## src/rtl/fcd_pkg.sv

```systemverilog
package fcd_pkg;

  // Classification of a raw divisor word before it is applied.
  typedef enum logic [1:0] {
    DCLS_UNDER,   // below 1.0, raised to 1.0
    DCLS_UNITY,   // exactly 1.0, pass-through
    DCLS_SUB2,    // between 1.0 and 2.0, raised to 2.0
    DCLS_NORMAL   // 2.0 or more, used as written
  } div_class_e;

endpackage

```

## src/rtl/fcd_en_sync.sv

```systemverilog
module fcd_en_sync #(
  parameter int unsigned STAGES = 2
) (
  input  logic clk,
  input  logic rst_n,
  input  logic d,
  output logic q
);

  logic [STAGES-1:0] sh_q;

  always_ff @(posedge clk or negedge rst_n) begin
    if (!rst_n) begin
      sh_q <= '0;
    end else begin
      sh_q <= {sh_q[STAGES-2:0], d};
    end
  end

  assign q = sh_q[STAGES-1];

endmodule

```

## src/rtl/fcd_div_calc.sv

```systemverilog
module fcd_div_calc
  import fcd_pkg::*;
#(
  parameter int unsigned INT_W  = 24,
  parameter int unsigned FRAC_W = 8
) (
  input  logic [INT_W+FRAC_W-1:0] div_word,
  input  logic [FRAC_W-1:0]       acc_q,
  output logic                    pass,
  output logic [INT_W:0]          len,
  output logic [INT_W-1:0]        high,
  output logic [FRAC_W-1:0]       acc_next
);

  localparam int unsigned DIV_W = INT_W + FRAC_W;
  localparam logic [DIV_W-1:0] ONE = DIV_W'(1) << FRAC_W;
  localparam logic [DIV_W-1:0] TWO = DIV_W'(2) << FRAC_W;

  function automatic div_class_e classify(input logic [DIV_W-1:0] w);
    if (w < ONE)       return DCLS_UNDER;
    else if (w == ONE) return DCLS_UNITY;
    else if (w < TWO)  return DCLS_SUB2;
    else               return DCLS_NORMAL;
  endfunction

  function automatic logic [DIV_W-1:0] effective(input logic [DIV_W-1:0] w,
                                                 input div_class_e c);
    case (c)
      DCLS_UNDER, DCLS_UNITY: return ONE;
      DCLS_SUB2:              return TWO;
      default:                return w;
    endcase
  endfunction

  div_class_e         cls;
  logic [DIV_W-1:0]   eff;
  logic [FRAC_W:0]    sum;
  logic               carry;

  always_comb begin
    cls      = classify(div_word);
    eff      = effective(div_word, cls);
    pass     = (eff == ONE);
    sum      = {1'b0, acc_q} + {1'b0, eff[FRAC_W-1:0]};
    carry    = sum[FRAC_W];
    acc_next = sum[FRAC_W-1:0];
    len      = {1'b0, eff[DIV_W-1:FRAC_W]} + {{INT_W{1'b0}}, carry};
    high     = len[INT_W:1];
  end

endmodule

```

## src/rtl/fcd_period_gen.sv

```systemverilog
module fcd_period_gen #(
  parameter int unsigned INT_W  = 24,
  parameter int unsigned FRAC_W = 8,
  parameter int unsigned PIPE   = 2
) (
  input  logic              clk,
  input  logic              rst_n,
  input  logic              en_req,
  input  logic [INT_W:0]    len_in,
  input  logic [INT_W-1:0]  high_in,
  input  logic              pass_in,
  input  logic [FRAC_W-1:0] acc_next_in,
  output logic              period_end,
  output logic [INT_W:0]    phase_q,
  output logic [INT_W:0]    len_q,
  output logic [INT_W-1:0]  high_q,
  output logic              pass_q,
  output logic [FRAC_W-1:0] acc_q,
  output logic              run_q,
  output logic              out_q
);

  logic [INT_W:0] phase_next;
  logic [PIPE-1:0] pipe_q;
  logic [PIPE-1:0] pipe_d;

  assign phase_next = phase_q + (INT_W+1)'(1);
  assign period_end = (phase_next == len_q);
  assign pipe_d     = {pipe_q[PIPE-2:0], en_req};
  assign run_q      = pipe_q[PIPE-1];

  always_ff @(posedge clk or negedge rst_n) begin
    if (!rst_n) begin
      phase_q <= '0;
      len_q   <= (INT_W+1)'(1);
      high_q  <= '0;
      pass_q  <= 1'b1;
      acc_q   <= '0;
      pipe_q  <= '0;
      out_q   <= 1'b0;
    end else if (period_end) begin
      phase_q <= '0;
      len_q   <= len_in;
      high_q  <= high_in;
      pass_q  <= pass_in;
      acc_q   <= acc_next_in;
      pipe_q  <= pipe_d;
      out_q   <= pipe_d[PIPE-1] && !pass_in;
    end else begin
      phase_q <= phase_next;
      out_q   <= run_q && !pass_q && (phase_next < {1'b0, high_q});
    end
  end

endmodule

```

## src/rtl/fcd_pass_gate.sv

```systemverilog
module fcd_pass_gate (
  input  logic clk,
  input  logic rst_n,
  input  logic pass_q,
  input  logic run_q,
  input  logic out_q,
  output logic clk_out
);

  logic gate_q;

  // Gate updated while the source is low so it cannot clip a high phase.
  always_ff @(negedge clk or negedge rst_n) begin
    if (!rst_n) gate_q <= 1'b0;
    else        gate_q <= pass_q && run_q;
  end

  assign clk_out = (clk & gate_q) | out_q;

endmodule

```

## src/rtl/frac_clk_div.sv

```systemverilog
module frac_clk_div #(
  parameter int unsigned INT_W       = 24,
  parameter int unsigned FRAC_W      = 8,
  parameter int unsigned SYNC_STAGES = 2,
  parameter int unsigned EN_PIPE     = 2
) (
  input  logic                    clk_src,
  input  logic                    rst_n,
  input  logic [INT_W+FRAC_W-1:0] div_word,
  input  logic                    enable,
  output logic                    clk_out
);

  logic              en_req;
  logic              calc_pass;
  logic [INT_W:0]    calc_len;
  logic [INT_W-1:0]  calc_high;
  logic [FRAC_W-1:0] calc_acc_next;
  logic              period_end;
  logic [INT_W:0]    phase_q;
  logic [INT_W:0]    len_q;
  logic [INT_W-1:0]  high_q;
  logic              pass_q;
  logic [FRAC_W-1:0] acc_q;
  logic              run_q;
  logic              out_q;

  fcd_en_sync #(.STAGES(SYNC_STAGES)) u_sync (
    .clk   (clk_src),
    .rst_n (rst_n),
    .d     (enable),
    .q     (en_req)
  );

  fcd_div_calc #(.INT_W(INT_W), .FRAC_W(FRAC_W)) u_calc (
    .div_word (div_word),
    .acc_q    (acc_q),
    .pass     (calc_pass),
    .len      (calc_len),
    .high     (calc_high),
    .acc_next (calc_acc_next)
  );

  fcd_period_gen #(.INT_W(INT_W), .FRAC_W(FRAC_W), .PIPE(EN_PIPE)) u_gen (
    .clk         (clk_src),
    .rst_n       (rst_n),
    .en_req      (en_req),
    .len_in      (calc_len),
    .high_in     (calc_high),
    .pass_in     (calc_pass),
    .acc_next_in (calc_acc_next),
    .period_end  (period_end),
    .phase_q     (phase_q),
    .len_q       (len_q),
    .high_q      (high_q),
    .pass_q      (pass_q),
    .acc_q       (acc_q),
    .run_q       (run_q),
    .out_q       (out_q)
  );

  fcd_pass_gate u_gate (
    .clk     (clk_src),
    .rst_n   (rst_n),
    .pass_q  (pass_q),
    .run_q   (run_q),
    .out_q   (out_q),
    .clk_out (clk_out)
  );

endmodule

```

## config.mk

```make
export PLATFORM = sky130hd
export DESIGN_NAME = frac_clk_div
export DESIGN_NICKNAME = d
export VERILOG_FILES = /design/src/rtl/fcd_pkg.sv /design/src/rtl/fcd_en_sync.sv /design/src/rtl/fcd_div_calc.sv /design/src/rtl/fcd_period_gen.sv /design/src/rtl/fcd_pass_gate.sv /design/src/rtl/frac_clk_div.sv
export SDC_FILE = /design/constraint.sdc
export NUM_CORES = 1
export LEC_CHECK = 0
export BUFFER_PORTS_ARGS = -buffer_cell sky130_fd_sc_hd__buf_2
export CORE_MARGIN = 2
export CORE_UTILIZATION = 60
export CTS_CLUSTER_DIAMETER = 200
export DETAILED_ROUTE_END_ITERATION = 16
export GPL_TIMING_DRIVEN = 0
export PLACE_DENSITY = 0.79
export SYNTH_ARGS = -nofsm -noshare
export SYNTH_HDL_FRONTEND = slang
export SYNTH_SLANG_ARGS = --single-unit
```

## constraint.sdc

```tcl
create_clock -name clk_src -period 3.5 [get_ports clk_src]
set_input_delay 0.35 -clock clk_src [delete_from_list [all_inputs] [get_ports clk_src]]
set_output_delay 0.35 -clock clk_src [all_outputs]
set_load 0.01 [all_outputs]
```

Word-level counts from Yosys, hierarchy flattened. Cells that the tools add are included.

Output and inout port bits: 1. Register bits: 89. Word-level logic and storage cells: 36.

Reductions and logical operators: 8. $lt $le $gt $ge: 3. Add/sub/neg operators: 3. Bitwise operators: 2. Equal/unequal tests: 5. Muxes and demuxes: 6.

Operators by type and width (number): $eq 32x9->1 const B (2); $pmux 32 s2 (1); $lt 32x10->1 const B (1); $lt 32x9->1 const B (1); $add 24x1->25 (1); $add 25x1->25 const B (1); $eq 25x25->1 (1); $lt 25x24->1 (1); $mux 25 (1); $add 8x8->9 (1); $logic_and 1x1->1 (4); $mux 2 (2); $eq 2x1->1 const B (1); $eq 2x2->1 const B (1); $logic_not 1->1 (2); $logic_not 2->1 (1); $mux 1 (2); $reduce_or 2->1 (1); $and 1x1->1 (1); $or 1x1->1 (1).

Depth between registers and ports, before layout.
Depth after elaboration: 11. Mapped depth: 21.

Hierarchy. From an unflattened synthesis, not the netlist that was laid out.

Cells, all modules: 645. Area, all modules: 6485.0 um^2.

By module, submodules not included: fcd_period_gen (instances 1, area an instance 5343.9 um^2, seq. area each 2154.6 um^2, cells each 487); fcd_div_calc (instances 1, area an instance 1052.3 um^2, seq. area each 0.0 um^2, cells each 153); fcd_en_sync (instances 1, area an instance 50.0 um^2, seq. area each 50.0 um^2, cells each 2); fcd_pass_gate (instances 1, area an instance 38.8 um^2, seq. area each 25.0 um^2, cells each 3).

==> impl_metrics.yaml <==
status:
  status: "finished with violations"
  violations: "negative hold slack"
drt:
  ant_nets: 0
  drt-total-wl_um: 14000
  num_vias: 4496
  drt_iter0_markers: 269
  drc_errors: 0
  vias_per_cell: 6.17
  routedWlPerCell_um: 19.3
  drt_pass1_iterations: 4
final_layout:
  final_nets: 689
  num_antenna_cells: 0
  n_fill_cell: 593
  area_growth_pct: 20.5
  drive_gt1_share_pct: 22.1
worst_setup_path:
  arrival_ns: 3.73
  critPathMaxStageDelay_ns: 0.56
  end_kind: "register"
  start_kind: "register"
  required_ns: 3.88
  r2r_start: "u_gen.phase_q[7]$_DFF_PN0_"
  cp.depth: 12
  crit_type: "register to register"
  worst-path-buf-inv: 5
  worst_path_dominant_cell_family: "simple AND/OR/NAND/NOR gates"
  worstSetupStartpoint: "u_gen.phase_q[7]$_DFF_PN0_"
  reg2reg_depth: 12
  crit_path_max_fanout: 10
  cp_slowest_cell: "or4_1"
  path_cells: "buf_2, nand4_2, buf_2, nor3_2, a41oi_1, a221o_1, or4_1, nor4_4, buf_4, buf_4, buf_4, mux2i_1"
  crit_path_frequent_cell: "buf_4"
global_routing:
  antenna_found_initial: 0
  use_met1_pct: 42.7
  grt_pass1_vias: 4465
  grt-busiest-layer: "met2"
  grt_first_pass_wirelength_um: 22500
  use_met3_pct: 6.96
  grt_usage_pct: 32.8
  grt_max_degree: 66
  grt.overflow.total: 0
  grt_use_met2_pct: 53.1
logic_synthesis:
  ys_warn_count: 0
  yosysMostFrequentCell: "dfrtp_1"
  synth-edff-count: 0
  seq_area_frac_synth_pct: 32.3
  synthesis.nets: 623
  ys_ff_latch: 65
  yosysTopAreaCell: "dfrtp_1"
  synth_top_area_share_pct: 30.8
  synthesis.area_um2: 5040
  synth_cell_types: 58
  syn_area_per_cell_um2: 9.11
  synthTopCellsByCount: "dfrtp_1, inv_1, nor2_1"
  synth_flop_cell: "dfrtp_1"
  ys_async_sr_fraction_pct: 100
  postSynthCellCount: 553
  yosys-top-cells-area: "dfrtp_1, ha_1, xnor2_1"
sta:
  min_period_ns: 3.35
  worstMarginPinSlew_ns: 0.846
  max_freq_mhz: 298
  hold-worst-slack_ns: -0.0189
  setup_ws_ns: 0.147
  finalHoldViolCount: 23
  fin_skew_ns: 0.0135
  slew_viol_final: 0
  finalCritPeriodShare_pct: 95.8
  finalSetupViolations: 0
  max_slew_margin_pct: 43.6
floorplan:
  die_h_um: 95.6
  die_area_um2: 9140
  core_area_um2: 8180
  start_util_pct: 61.6
  die_w_um: 95.6
  num_rows: 33
  pin_count: 36
place:
  dpl.hpwl_um: 10300
  port_buffers: 35
  place_congestion: 0.954
  dpl_worst_slack_ns: -0.789
clock_tree:
  clk_latency_ns: 0.47
  cts_tree: "done"
  path_clk_slew_ns: 0.08
pwr:
  power.density_nw_per_um2: 281
  p_leak_nw: 2.97
  ir_drop_mv: 0.260
run:
  drv_cap: 0
hold_path:
  hold_class: "input port to asynchronous set/reset pin"
[layout make-up]
type | instances | area (um2) | area share, %
inverter | 48 | 180 | 2.97
buffer | 20 | 119 | 1.96
timing repair buffer | 55 | 345 | 5.69
clock buffer | 13 | 170 | 2.80
clock inverter | 7 | 103 | 1.69
sequential | 65 | 1630 | 26.9
tap | 105 | 131 | 2.16
multi-input combinational | 416 | 3390 | 55.9
[cells in the final DEF, fill, tap and decap left out, types with 9 or more instances in the layout]
cell / n
dfrtp_1: 61
inv_1: 47
buf_2: 45
nor2_1: 35
ha_1: 30
xnor2_1: 28
xor2_1: 27
mux2i_1: 26
nand2_1: 25
buf_4: 24
nor2b_1: 21
nand3_1: 21
nand4_1: 17
a21oi_1: 17
and3_1: 15
mux2_1: 13
clkbuf_8: 12
o21ai_0: 11
nor3_1: 9
[routing by layer]
layer / up-vias / share of wire (%) / wire length, um
met5: - / 0 / 0
met2: 189 / 47 / 6540
li1: 2107 / - / -
met3: 38 / 6.6 / 925
met4: 0 / 3.1 / 433
met1: 2162 / 44 / 6130
[stage by stage]
| step | area (um2) | cells | util (%) | setup TNS, ns | power (mW) |
|---|---|---|---|---|---|
| 2_1_floorplan | 5120 | 553 | - | 0 | 0.803 |
| 3_3_place_gp | 5430 | 693 | 66.4 | -29.31 | 0.857 |
| 3_5_place_dp | 5430 | 693 | 66.5 | -31.29 | 0.861 |
| 4_1_cts | 5880 | 725 | 71.9 | 0 | 1.70 |
| 5_1_grt | 6070 | 729 | 74.3 | -0.379 | 1.76 |
| 6_report | 6070 | 729 | 74.3 | 0 | 1.71 |
[where the power goes]
part / leakage (nW) / total (mW) / switching, mW / internal, mW
logic: 2.05 / 0.103 / 0.0623 / 0.0404
clock network: 0.149 / 0.852 / 0.371 / 0.481
registers: 0.767 / 0.752 / 0.000339 / 0.752
total: 2.97 / 1.71 / 0.434 / 1.27
[cells by family (layout without fill, tap and decap cells)]
| group | after synthesis | in the layout | share of synthesized area [%] |
|---|---|---|---|
| flip-flops | 65 | 65 | 32.3 |
| AO/OA/AOI/OAI | 82 | 82 | 11.5 |
| multiplexers | 39 | 39 | 8.07 |
| AND/OR/NAND/NOR | 198 | 198 | 22.0 |
| adder cells (fa/ha/maj) | 35 | 35 | 8.84 |
| XOR/XNOR | 62 | 62 | 11.3 |
| buffers and inverters | 72 | 143 | 5.94 |
[flip-flops by register name, summed over array words and instances, names as in the netlist]
signal	cells
u_gen.phase_q	25
u_gen.high_q	24
u_gen.acc_q	8
u_gen.pipe_q	2
u_sync.sh_q	2
u_gate.gate_q	1
u_gen.len_q	1
u_gen.out_q	1
u_gen.pass_q	1
[path summary, 6_finish.rpt]
check | end | slack (ns)
hold reg to reg | u_sync.sh_q[1]$_DFF_PN0_ | 0.37
setup / recovery | u_gen.high_q[6]$_DFFE_PN0P_ | 0.15
min in group clk_src | u_gen.high_q[21]$_DFFE_PN0P_ | 0.23
max in group asynchronous | u_gate.gate_q$_DFF_NN0_ | 1.32
setup reg to reg | u_gen.high_q[6]$_DFFE_PN0P_ | 0.15
hold / removal | u_gen.acc_q[3]$_DFFE_PN0P_ | -0.02
[timing repair]
item,4_1_cts,5_1_grt
pin swaps,4,18
gates resized for setup,15,31
hold buffers,1,0
setup buffers,12,8
setup endpoints to repair,62,62
endpoints found under the hold margin,1,0
(Power assumes the default switching activity.)
